### src/rtl/dac_ctrl_pkg.sv
package dac_ctrl_pkg;

    localparam int SAMPLE_W = 12;
    localparam int CMD_W    = 16;

    typedef enum logic [2:0] {
        ST_WAIT     = 3'd0,
        ST_QUALIFY  = 3'd1,
        ST_ARM      = 3'd2,
        ST_SHIFT    = 3'd3,
        ST_LOAD_ON  = 3'd4,
        ST_LOAD_OFF = 3'd5,
        ST_IDLE     = 3'd6
    } seq_state_e;

    // Command layout: [15] write=0, [14] unused=0, [13] gain (low = 2x),
    // [12] active (low = powered down), [11:0] sample
    function automatic logic [CMD_W-1:0] pack_cmd(
        input logic [SAMPLE_W-1:0] smp,
        input logic                gain2x,
        input logic                pwr_down
    );
        return {1'b0, 1'b0, ~gain2x, ~pwr_down, smp};
    endfunction

endpackage

### src/rtl/dac_sclk_gen.sv
module dac_sclk_gen #(
    parameter int SCLK_DIV = 4
) (
    input  logic clk,
    input  logic rst_n,
    input  logic run,
    output logic sclk,
    output logic period_end
);
    localparam int PH_W = (SCLK_DIV > 2) ? $clog2(SCLK_DIV) : 1;
    localparam logic [PH_W-1:0] PH_LAST = PH_W'(SCLK_DIV - 1);
    localparam logic [PH_W-1:0] PH_HALF = PH_W'(SCLK_DIV / 2);

    logic [PH_W-1:0] phase_q;

    always_ff @(posedge clk or negedge rst_n) begin
        if (!rst_n) begin
            phase_q <= '0;
        end else if (!run || phase_q == PH_LAST) begin
            phase_q <= '0;
        end else begin
            phase_q <= phase_q + 1'b1;
        end
    end

    assign sclk       = run && (phase_q >= PH_HALF);
    assign period_end = run && (phase_q == PH_LAST);

endmodule

### src/rtl/dac_shifter.sv
module dac_shifter #(
    parameter int WORD_W = 16
) (
    input  logic              clk,
    input  logic              rst_n,
    input  logic              load,
    input  logic [WORD_W-1:0] word,
    input  logic              step,
    input  logic              drive,
    output logic              sdo,
    output logic              last_bit
);
    localparam int CNT_W = $clog2(WORD_W);
    localparam logic [CNT_W-1:0] CNT_LAST = CNT_W'(WORD_W - 1);

    logic [WORD_W-1:0] sreg_q;
    logic [CNT_W-1:0]  cnt_q;

    always_ff @(posedge clk or negedge rst_n) begin
        if (!rst_n) begin
            sreg_q <= '0;
            cnt_q  <= '0;
        end else if (load) begin
            sreg_q <= word;
            cnt_q  <= '0;
        end else if (step) begin
            sreg_q <= {sreg_q[WORD_W-2:0], 1'b0};
            cnt_q  <= cnt_q + 1'b1;
        end
    end

    assign sdo      = drive && sreg_q[WORD_W-1];
    assign last_bit = step && (cnt_q == CNT_LAST);

endmodule

### src/rtl/dac_cycle_timer.sv
module dac_cycle_timer #(
    parameter int MAX_COUNT = 256
) (
    input  logic clk,
    input  logic rst_n,
    input  logic arm,
    input  logic [$clog2(MAX_COUNT+1)-1:0] len,
    output logic expired
);
    localparam int TW = $clog2(MAX_COUNT + 1);

    logic [TW-1:0] left_q;

    always_ff @(posedge clk or negedge rst_n) begin
        if (!rst_n) begin
            left_q <= '0;
        end else if (arm) begin
            left_q <= len - 1'b1;
        end else if (left_q != '0) begin
            left_q <= left_q - 1'b1;
        end
    end

    assign expired = (left_q == '0);

endmodule

### src/rtl/dac_write_ctrl.sv
module dac_write_ctrl
    import dac_ctrl_pkg::*;
#(
    parameter int SCLK_DIV  = 4,
    parameter int LOAD_HOLD = 4,
    parameter int IDLE_GAP  = 8
) (
    input  logic                clk,
    input  logic                rst_n,
    input  logic                start_i,
    input  logic [SAMPLE_W-1:0] sample_i,
    input  logic                enable_i,
    input  logic                gain2x_i,
    input  logic                shutdown_i,
    output logic                cs_n_o,
    output logic                sclk_o,
    output logic                sdo_o,
    output logic                load_n_o,
    output logic                busy_o
);
    localparam int TMAX = (LOAD_HOLD > IDLE_GAP) ? LOAD_HOLD : IDLE_GAP;
    localparam int TW   = $clog2(TMAX + 1);
    localparam logic [TW-1:0] HOLD_LEN = TW'(LOAD_HOLD);
    localparam logic [TW-1:0] GAP_LEN  = TW'(IDLE_GAP);

    seq_state_e state_q, state_d;

    logic sclk_run, sclk_int, period_end;
    logic sh_load, sh_drive, sdo_int, last_bit;
    logic tmr_arm, tmr_expired;
    logic [TW-1:0] tmr_len;

    // state register
    always_ff @(posedge clk or negedge rst_n) begin
        if (!rst_n) state_q <= ST_WAIT;
        else        state_q <= state_d;
    end

    // next state
    always_comb begin
        state_d = state_q;
        unique case (state_q)
            ST_WAIT:     if (start_i) state_d = ST_QUALIFY;
            ST_QUALIFY:  state_d = enable_i ? ST_ARM : ST_WAIT;
            ST_ARM:      state_d = ST_SHIFT;
            ST_SHIFT:    if (last_bit) state_d = ST_LOAD_ON;
            ST_LOAD_ON:  if (tmr_expired) state_d = ST_LOAD_OFF;
            ST_LOAD_OFF: state_d = ST_IDLE;
            ST_IDLE:     if (tmr_expired) state_d = ST_WAIT;
            default:     state_d = ST_WAIT;
        endcase
    end

    // outputs and datapath controls
    always_comb begin
        cs_n_o   = 1'b1;
        load_n_o = 1'b1;
        busy_o   = 1'b1;
        sclk_run = 1'b0;
        sh_drive = 1'b0;
        sh_load  = 1'b0;
        tmr_arm  = 1'b0;
        tmr_len  = HOLD_LEN;
        unique case (state_q)
            ST_WAIT:     busy_o = 1'b0;
            ST_QUALIFY:  sh_load = enable_i;
            ST_ARM:      sh_drive = 1'b1;
            ST_SHIFT: begin
                cs_n_o   = 1'b0;
                sclk_run = 1'b1;
                sh_drive = 1'b1;
                tmr_arm  = last_bit;
                tmr_len  = HOLD_LEN;
            end
            ST_LOAD_ON:  load_n_o = 1'b0;
            ST_LOAD_OFF: begin
                tmr_arm = 1'b1;
                tmr_len = GAP_LEN;
            end
            ST_IDLE:     ;
            default:     busy_o = 1'b0;
        endcase
    end

    assign sclk_o = sclk_int;
    assign sdo_o  = sdo_int;

    dac_sclk_gen #(.SCLK_DIV(SCLK_DIV)) u_sclk (
        .clk        (clk),
        .rst_n      (rst_n),
        .run        (sclk_run),
        .sclk       (sclk_int),
        .period_end (period_end)
    );

    dac_shifter #(.WORD_W(CMD_W)) u_shift (
        .clk      (clk),
        .rst_n    (rst_n),
        .load     (sh_load),
        .word     (pack_cmd(sample_i, gain2x_i, shutdown_i)),
        .step     (period_end),
        .drive    (sh_drive),
        .sdo      (sdo_int),
        .last_bit (last_bit)
    );

    dac_cycle_timer #(.MAX_COUNT(TMAX)) u_tmr (
        .clk     (clk),
        .rst_n   (rst_n),
        .arm     (tmr_arm),
        .len     (tmr_len),
        .expired (tmr_expired)
    );

endmodule

### config.mk
export PLATFORM = sky130hd
export DESIGN_NAME = dac_write_ctrl
export DESIGN_NICKNAME = d
export VERILOG_FILES = /design/src/rtl/dac_ctrl_pkg.sv /design/src/rtl/dac_sclk_gen.sv /design/src/rtl/dac_shifter.sv /design/src/rtl/dac_cycle_timer.sv /design/src/rtl/dac_write_ctrl.sv
export SDC_FILE = /design/constraint.sdc
export NUM_CORES = 1
export LEC_CHECK = 0
export ABC_CLOCK_PERIOD_IN_PS = 1420
export CAP_MARGIN = 20
export CORE_ASPECT_RATIO = 1.1
export CORE_UTILIZATION = 55
export DETAILED_ROUTE_END_ITERATION = 6
export DONT_BUFFER_PORTS = 1
export MAX_ROUTING_LAYER = met4
export PLACE_DENSITY = 0.8
export SYNTH_ARGS = -nofsm -noshare
export SYNTH_HDL_FRONTEND = slang
export SYNTH_SLANG_ARGS = --single-unit
### constraint.sdc
create_clock -name clk -period 1.42 [get_ports clk]
set_input_delay 0.213 -clock clk [delete_from_list [all_inputs] [get_ports clk]]
set_output_delay 0.213 -clock clk [all_outputs]
set_load 0.01 [all_outputs]
---- After elaboration in Yosys (flattened, before gate mapping) ----
Cells that the tools add are included.
word-level totals
  register bits ........................... 29
  bits in latches ......................... 0
  memory bits (writable) .................. 0
  ROM bits ................................ 0
  input port bits ......................... 18
  output and inout port bits .............. 5
  word-level logic and storage cells ...... 59
  memories ................................ 0
operators by class
  add/sub/neg operators ................... 4
  multipliers ............................. 0
  div/mod/pow operators ................... 0
  $lt $le $gt $ge ......................... 1
  eq/ne operators ......................... 12
  shift-type cells ........................ 0
  mux-type cells .......................... 21
  bitwise logic cells ..................... 2
  reductions and logical operators ........ 14
operators by type and width
  cell                 count
  $mux 16              2
  $pmux 3 s7           1
  $mux 4               5
  $mux 3               4
  $eq 3x3->1 const B   3
  $ne 2x2->1 const B   4
  $sub 4x1->4 const B  2
  $eq 3x2->1 const B   2
  $mux 1               6
  $reduce_or 6->1      1
  $add 4x1->4 const B  1
  $eq 4x4->1 const B   1
  $logic_and 1x1->1    4
  $logic_not 4->1      1
  $mux 2               2
  $reduce_and 4->1     1
  $reduce_bool 2->1    2
  $reduce_bool 4->1    1
  $eq 3x1->1 const B   1
  $logic_not 3->1      1
  $add 2x1->2 const B  1
  $eq 2x2->1 const B   1
  $ge 2x2->1 const B   1
  $not 1->1            2
  other kinds (4)      4

---- Depth between registers and ports, before layout ----
Gate-level depths: netlist of the first run.
  word-level depth ........................ 6
  gate-level depth with buffers ........... 7
  mapped depth without buffers ............ 7

---- Modules after synthesis ----
Synthesis of the first run repeated with hierarchy kept, for this count alone.
second synthesis, totals
  cell total of the unflattened synthesis .. 152
  area, all modules ....................... 1604.0 sq um
modules (own cells, without submodules)
  module           times used  cells each  area an instance (sq um)  sequential area each (sq um)
  dac_shifter      1           89          965.9                     500.5
  dac_write_ctrl   1           33          281.5                     75.1
  dac_cycle_timer  1           21          242.7                     100.1
  dac_sclk_gen     1           9           113.9                     50.0

---- Least setup slack after synthesis of the first run ----
No wires, ideal clock.
  path type ............................... register -> register
  from .................................... reg u_sclk.phase_q[0]
  to ...................................... reg u_shift.sreg_q[13]
  library setup time ...................... 123 ps
  arrival time ............................ 1398 ps
  required time ........................... 1297 ps
  setup slack ............................. -101 ps
  stages on the path, launching flop included .. 6
  path buffers ............................ 1
  clock period less this slack ............ 1521 ps
  cells stage by stage .................... dfrtp_1 ha_1 and4b_1 or2_1 buf_4 o221a_1
on the way
  word-level cells in the longest chain between the ends .. 3
RTL lines
  item                                line                source
  from (decl)                         dac_sclk_gen.sv:14  logic [PH_W-1:0] phase_q;
  from (signal assigned)              dac_sclk_gen.sv:22  phase_q <= phase_q + 1'b1;
  $eq 2x2->1                          dac_sclk_gen.sv:27  assign period_end = run && (phase_q == PH_LAST);
  $logic_and 1x1->1                   dac_sclk_gen.sv:27
  $reduce_bool 2->1 (no source line)  n/a
  to (signal assigned)                dac_shifter.sv:24   sreg_q <= word;
  to (signal assigned)                dac_shifter.sv:27   sreg_q <= {sreg_q[WORD_W-2:0], 1'b0};
  to (decl)                           dac_shifter.sv:16   logic [WORD_W-1:0] sreg_q;
Every way passes these cells.
A chain may end at the register's enable or synchronous reset.

---- Final worst setup path of the first run ----
  from .................................... reg state_q[2]
  to ...................................... out sclk_o
on the way
  word-level cells in the longest chain between the ends .. 3
RTL lines
  item                    line                  source
  from (decl)             dac_write_ctrl.sv:26  seq_state_e state_q, state_d;
  from (signal assigned)  dac_write_ctrl.sv:36  else state_q <= state_d;
  $eq 3x2->1              dac_write_ctrl.sv:64  unique case (state_q)
  $mux 1                  dac_write_ctrl.sv:64
  $logic_and 1x1->1       dac_sclk_gen.sv:26    assign sclk = run && (phase_q >= PH_HALF);
  to (decl)               dac_write_ctrl.sv:16  output logic sclk_o,
Every way passes these cells.

==> flow_metrics.py, run 1 <==
metrics = {
    "pwr": {
        "peakVddDrop_mv": 1.616,
        "total_leakage_power_nw": 0.8757,
        "power.density_mw_per_mm2": 1934,
    },
    "clock_tree": {
        "cts.sinks": 29,
        "cts.clk_slew.worst_paths_ps": 80,
        "clockBufferDepth": 2,
        "cts_buffers": 5,
        "cts_tree": "yes",
        "clockRootBuffer": "clkbuf_4",
        "clock_insertion_delay_worst_skew_ps": 330,
        "h-tree-depth": 2,
    },
    "detailed_routing": {
        "routed_wl_um": 3947,
        "wl_met1_um": 1577,
        "ant_nets": 0,
        "wl_met2_um": 2072,
        "avgViaCountPerCell": 6.259,
        "firstDrtPassIters": 4,
        "drt_iter0_drc": 30,
        "highest_layer": "met4",
        "routed-wl-met3_um": 177,
        "wl_per_cell_um": 20.04,
        "dr_total_vias": 1233,
        "drc": 0,
    },
    "place": {
        "dpl_cell_area_mm2": 0.001582,
        "place_ws_ps": -95.96,
        "gp_congestion": 0.8549,
        "dpl.hpwl_um": 2095,
        "port_buffers": 0,
    },
    "floorplanning": {
        "io_pins": 23,
        "rows": 18,
        "start_util_pct": 59.75,
        "core_area_mm2": 0.002297,
        "die_h_um": 54.40,
        "die_x_um": 49.63,
        "die_area_mm2": 0.002700,
    },
    "sta": {
        "skew_ps": 6.000,
        "hold_ws_ps": 11.18,
        "slew_violations": 0,
        "timing.final.crit_share_pct": 110.0,
        "rsz0062_at_grt": "true",
        "min_period_ps": 1561,
        "worstMarginPinSlew_ps": 242.2,
        "setup_ws_ps": -141.4,
        "setup_violations": 21,
        "hold_viol_final": 0,
        "maxSlewHeadroom_pct": 83.83,
        "finalSetupTns_ps": -1260,
        "fmax_mhz": 640.5,
    },
    "finish": {
        "multi_input_area_um2": 748.2,
        "final_nets": 188,
        "final_common_cell": "dfrtp_1",
        "final_cell_area_mm2": 0.001948,
        "syn_to_final_growth_pct": 41.93,
        "drive_gt1_share_pct": 46.71,
        "seq_area_um2": 729.5,
        "final_core_util_pct": 84.80,
        "fillers": 126,
        "diodes": 0,
        "final_cell_mix": "dfrtp_1, buf_4, buf_6",
    },
    "logic_synthesis": {
        "syn_inst": 128,
        "async_flop_share_pct": 100.0,
        "yosysWarnings": 0,
        "synth.avg_cell_area_um2": 10.72,
        "ys_seq_area_share_pct": 52.87,
        "synth-edff-count": 0,
        "synthFlopType": "dfrtp_1",
        "ys_seq_elements": 29,
        "synthesis.nets": 150,
        "synth_area_leaders": "dfrtp_1, a221o_1, a22oi_1, ha_1, a22o_1",
        "synth_cell_types": 38,
        "synth_top_area_share_pct": 52.87,
        "yosysTopAreaCell": "dfrtp_1",
        "synthesis.area_mm2": 0.001373,
    },
    "global_route": {
        "grt_max_degree": 30,
        "gr-total-overflow": 0,
        "grt_first_pass_wirelength_um": 4885,
        "grt_antenna_before_repair": 0,
        "track_usage_pct": 26.57,
        "grt_pass1_vias": 1072,
    },
    "critical_path": {
        "endpoint_kind": "primary output",
        "startpoint_type": "flip-flop",
        "reg2reg_slack_ps": -90,
        "required_ps": 1210,
        "cp_max_fo": 6,
        "arrival_ps": 1350,
        "worstSetupPathType": "reg2out",
    },
    "min_path": {
        "holdCritPathClass": "in2reg",
    },
    "status": {
        "status": "complete, but fails checks",
        "violations": "setup timing",
    },
    "job": {
        "cap_violations": 0,
    },
}
==> area by class of cell <==
type	instances	share of cell area, %
multi-input combinational	83	38.41
sequential	29	37.44
timing repair buffer	38	17.98
clock buffer	8	2.505
tap	30	1.927
inverter	9	1.734
==> routing by layer <==
layer | GRT usage (%) | vias to the layer above
li1 | - | 552
met1 | 30.23 | 629
met2 | 43.92 | 39
met3 | 8.333 | 13
met4 | 11.43 | 0
met5 | - | -
==> worst paths after layout <==
| path | start | end | depth (start not counted) |
|---|---|---|---|
| setup / recovery | state_q[2]$_DFFE_PN0P_ | sclk_o | 4 |
| hold / removal | sample_i[9] | u_shift.sreg_q[9]$_DFFE_PN0P_ | 2 |
| setup reg to reg | u_sclk.phase_q[0]$_DFF_PN0_ | u_shift.sreg_q[7]$_DFFE_PN0P_ | 5 |
| hold reg to reg | u_shift.sreg_q[15]$_DFFE_PN0P_ | u_shift.sreg_q[15]$_DFFE_PN0P_ | 1 |
| max in group asynchronous | rst_n | state_q[2]$_DFFE_PN0P_ | 2 |
| min in group asynchronous | rst_n | u_tmr.left_q[2]$_DFFE_PN0P_ | 2 |
==> kinds of logic (layout without fill, tap and decap cells) <==
| kind of cell | Yosys count | in the layout | share of synthesized area [%] |
|---|---|---|---|
| AO/OA/AOI/OAI | 42 | 42 | 22.33 |
| AND/OR/NAND/NOR | 34 | 35 | 13.68 |
| multiplexers | 1 | 1 | 0.7293 |
| XOR/XNOR | 1 | 1 | 0.6382 |
| buffers and inverters | 17 | 55 | 6.107 |
| adder cells (fa/ha/maj) | 4 | 4 | 3.646 |
| flip-flops | 29 | 29 | 52.87 |
==> per-stage QoR <==
step,std cells,power [mW]
4_1_cts,191,3.355
6_report,197,3.767
3_3_place_gp,176,2.644
5_1_grt,197,3.982
2_1_floorplan,128,2.158
3_5_place_dp,176,2.721
==> report_power, final <==
part           total, mW  internal (mW)  switching, mW
logic               1.90          0.981          0.914
clock network      0.475          0.197          0.278
registers           1.40           1.14          0.259
==> sequential cells by signal (all words and copies together) (netlist names) <==
| register | cells |
|---|---|
| u_shift.sreg_q | 16 |
| u_shift.cnt_q | 4 |
| u_tmr.left_q | 4 |
| u_sclk.phase_q | 2 |
| state_q | 3 |
==> synthesized netlist by cell type (3+ instances only) <==
cell type and number:
a221o_1 6, ha_1 4, buf_2 4, nor3_1 3, inv_1 9, dfrtp_1 29
nor2_1 10, nand2_1 5, o21ai_1 6, a21oi_1 3, o21ai_0 7, a22o_1 5
a22oi_1 7
==> repair_timing <==
item                       in CTS  in global routing
hold endpoints to repair       30                  4
hold buffers                    3                  4
setup endpoints to repair      22                 27
gates resized for setup        25                 29
pin swaps                       6                 16
setup buffers                   5                  1
gates cloned                    0                  1
==> worst max-delay path, cell delays in order, from the launching register on <==
cell and delay, ps:
dfrtp_2 460, buf_6 150, nor2b_4 140, nand2_2 110
nor2_4 170
Power figures use the tool's default switching activity.
==> run 2, diff against run 1 <==
- PLACE_DENSITY: 0.8 -> 0.7
==> flow_metrics.py, run 2 (synthesized netlist as in run 1, its figures left out) <==
metrics = {
    "finish": {
        "final_cell_mix": "dfrtp_1, buf_4, buf_6",
        "syn_to_final_growth_pct": 47.49,
        "regMostFlops": "u_shift.sreg_q",
        "final_nets": 191,
        "top_regs": "u_shift.sreg_q x16, u_shift.cnt_q x4, u_tmr.left_q x4",
        "fillers": 109,
        "largest_reg_flops": 16,
        "drive_gt1_share_pct": 53.25,
        "final_common_cell": "dfrtp_1",
        "diodes": 0,
        "final_core_util_pct": 88.13,
        "final_cell_area_mm2": 0.002024,
    },
    "sta": {
        "min_period_ps": 1573,
        "worstMarginPinSlew_ps": 262.9,
        "setup_violations": 28,
        "timing.final.crit_share_pct": 110.8,
        "setup_ws_ps": -153.4,
        "rsz0062_at_grt": "true",
        "hold_viol_final": 0,
        "skew_ps": 15.64,
        "maxSlewHeadroom_pct": 82.45,
        "slew_violations": 0,
        "fmax_mhz": 635.6,
    },
    "status": {
        "violations": "setup timing",
        "status": "complete, but fails checks",
    },
    "clock_tree": {
        "cts_buffers": 5,
        "clockRootBuffer": "clkbuf_4",
        "cts.clk_slew.worst_paths_ps": 90,
        "cts_tree": "yes",
        "clockBufferDepth": 2,
        "clock_insertion_delay_worst_skew_ps": 340,
        "h-tree-depth": 2,
        "cts.sinks": 29,
    },
    "floorplanning": {
        "die_area_mm2": 0.002700,
        "die_h_um": 54.40,
        "start_util_pct": 59.75,
        "die_x_um": 49.63,
        "io_pins": 23,
        "rows": 18,
        "core_area_mm2": 0.002297,
    },
    "detailed_routing": {
        "wl_per_cell_um": 19.71,
        "ant_nets": 0,
        "drt_iter0_drc": 34,
        "avgViaCountPerCell": 6.106,
        "firstDrtPassIters": 4,
        "drc": 0,
        "routed-wl-met3_um": 225,
        "dr_total_vias": 1215,
        "wl_met2_um": 2033,
        "wl_met1_um": 1552,
        "routed_wl_um": 3922,
        "highest_layer": "met4",
    },
    "critical_path": {
        "required_ps": 1690,
        "crit_slowest_cell": "dfrtp_1",
        "startpoint_type": "flip-flop",
        "path_cells": "buf_6, nand4b_1, buf_4, buf_6, or3_1, a21oi_1",
        "regToRegStartpoint": "state_q[2]$_DFFE_PN0P_",
        "reg2reg_slack_ps": -150,
        "r2r_cells": 6,
        "cp_max_fo": 7,
        "crit_top_cell": "buf_6",
        "r2r-end": "u_shift.cnt_q[2]$_DFFE_PN0P_",
        "worstSetupPathType": "reg2reg",
        "endpoint_kind": "flip-flop",
        "arrival_ps": 1840,
        "cp_slowest_stage_delay_ps": 430,
    },
    "place": {
        "gp_congestion": 0.8574,
        "port_buffers": 0,
        "dpl_cell_area_mm2": 0.001562,
        "dpl.hpwl_um": 2054,
    },
    "min_path": {
        "hold_start": "sample_i[0]",
        "hold_end": "u_shift.sreg_q[0]$_DFFE_PN0P_",
        "holdCritPathClass": "in2reg",
        "whs_path_depth": 1,
    },
    "pwr": {
        "power.density_mw_per_mm2": 1900,
        "total_leakage_power_nw": 0.9158,
        "peakVddDrop_mv": 1.837,
    },
    "global_route": {
        "grt_max_degree": 30,
        "grt_antenna_before_repair": 0,
        "grt_pass1_vias": 1184,
        "grt_first_pass_wirelength_um": 5299,
        "track_usage_pct": 28.64,
        "gr-total-overflow": 0,
    },
    "job": {
        "cap_violations": 0,
    },
}
run 2: cell count changes in the layout (fill, tap and decap cells not counted), moves of 2 or more:
cell / change
clkbuf_1: -2
nor2_2: +3
nor2_4: +2
nor2_1: -5
dlygate4sd3_1: -5
buf_6: +8
a22oi_1: +6
a22oi_2: -6
run 2: critical path, delay by kind of cell, from the launching register on:
family | cells | cell delay [ps]
AOI/OAI and AO/OA | 1 | 130
buffers and inverters | 3 | 440
and+or+nand+nor | 2 | 500
DFF | 1 | 430
run 2: worst max-delay path by stage:
| stage | cells after the start | from | endpoint |
|---|---|---|---|
| finish | 6 | state_q[2]$_DFFE_PN0P_ | u_shift.cnt_q[2]$_DFFE_PN0P_ |
| global route | 5 | state_q[2]$_DFFE_PN0P_ | u_shift.sreg_q[10]$_DFFE_PN0P_ |
| CTS | 4 | u_sclk.phase_q[1]$_DFF_PN0_ | u_shift.sreg_q[12]$_DFFE_PN0P_ |
| detailed placement | 7 | u_sclk.phase_q[0]$_DFF_PN0_ | u_tmr.left_q[2]$_DFFE_PN0P_ |
| global placement | 7 | state_q[1]$_DFFE_PN0P_ | u_tmr.left_q[2]$_DFFE_PN0P_ |
| floorplan | 5 | u_sclk.phase_q[1]$_DFF_PN0_ | u_shift.sreg_q[13]$_DFFE_PN0P_ |
run 2: metrics by stage:
stage / power (mW) / setup TNS, ps / worst slack, ps / hold WS [ps] / std cells
after floorplan: 2.158 / -74.70 / -31.22 / -82.59 / 128
after global placement: 2.553 / -215.2 / -36.19 / -81.84 / 175
after detailed placement: 2.614 / -639.9 / -62.08 / -81.84 / 175
after CTS: 3.406 / -1647 / -99.91 / 7.307 / 195
after global routing: 4.083 / -3673 / -179.2 / -7.594 / 199
final: 3.847 / -3053 / -153.4 / 7.969 / 199
run 2: repair_timing:
action / 4_1_cts / 5_1_grt
pin swaps: 7 / 20
gates cloned: 1 / 0
hold buffers: 2 / 0
hold endpoints to repair: 29 / 0
setup endpoints to repair: 26 / 31
setup buffers: 10 / 6
resized for setup: 32 / 41
run 2: layout make-up:
cell class | instances | area (µm²) | area share [%]
clock buffer | 7 | 55.05 | 2.719
inverter | 9 | 33.78 | 1.669
multi-input combinational | 83 | 779.5 | 38.50
sequential | 29 | 728.2 | 35.97
tap | 30 | 37.54 | 1.854
timing repair buffer | 41 | 390.4 | 19.28
run 2: where the power goes:
part	internal [mW]	switching (mW)	total [mW]
Sequential	1.14	0.247	1.38
Clock	0.233	0.283	0.516
Combinational	1.01	0.933	1.95
run 2: layer usage:
metal | vias to the layer above | GRT usage, %
met4 | 0 | 14.29
met2 | 55 | 48.20
met3 | 14 | 9.444
met1 | 596 | 30.85
li1 | 550 | -
met5 | - | -
==> run 3, diff against run 2 <==
- GPL_ROUTABILITY_DRIVEN: not set -> 1
==> results of run 3 <==
The final DEF is identical to that of run 2; final timing and power are the same.
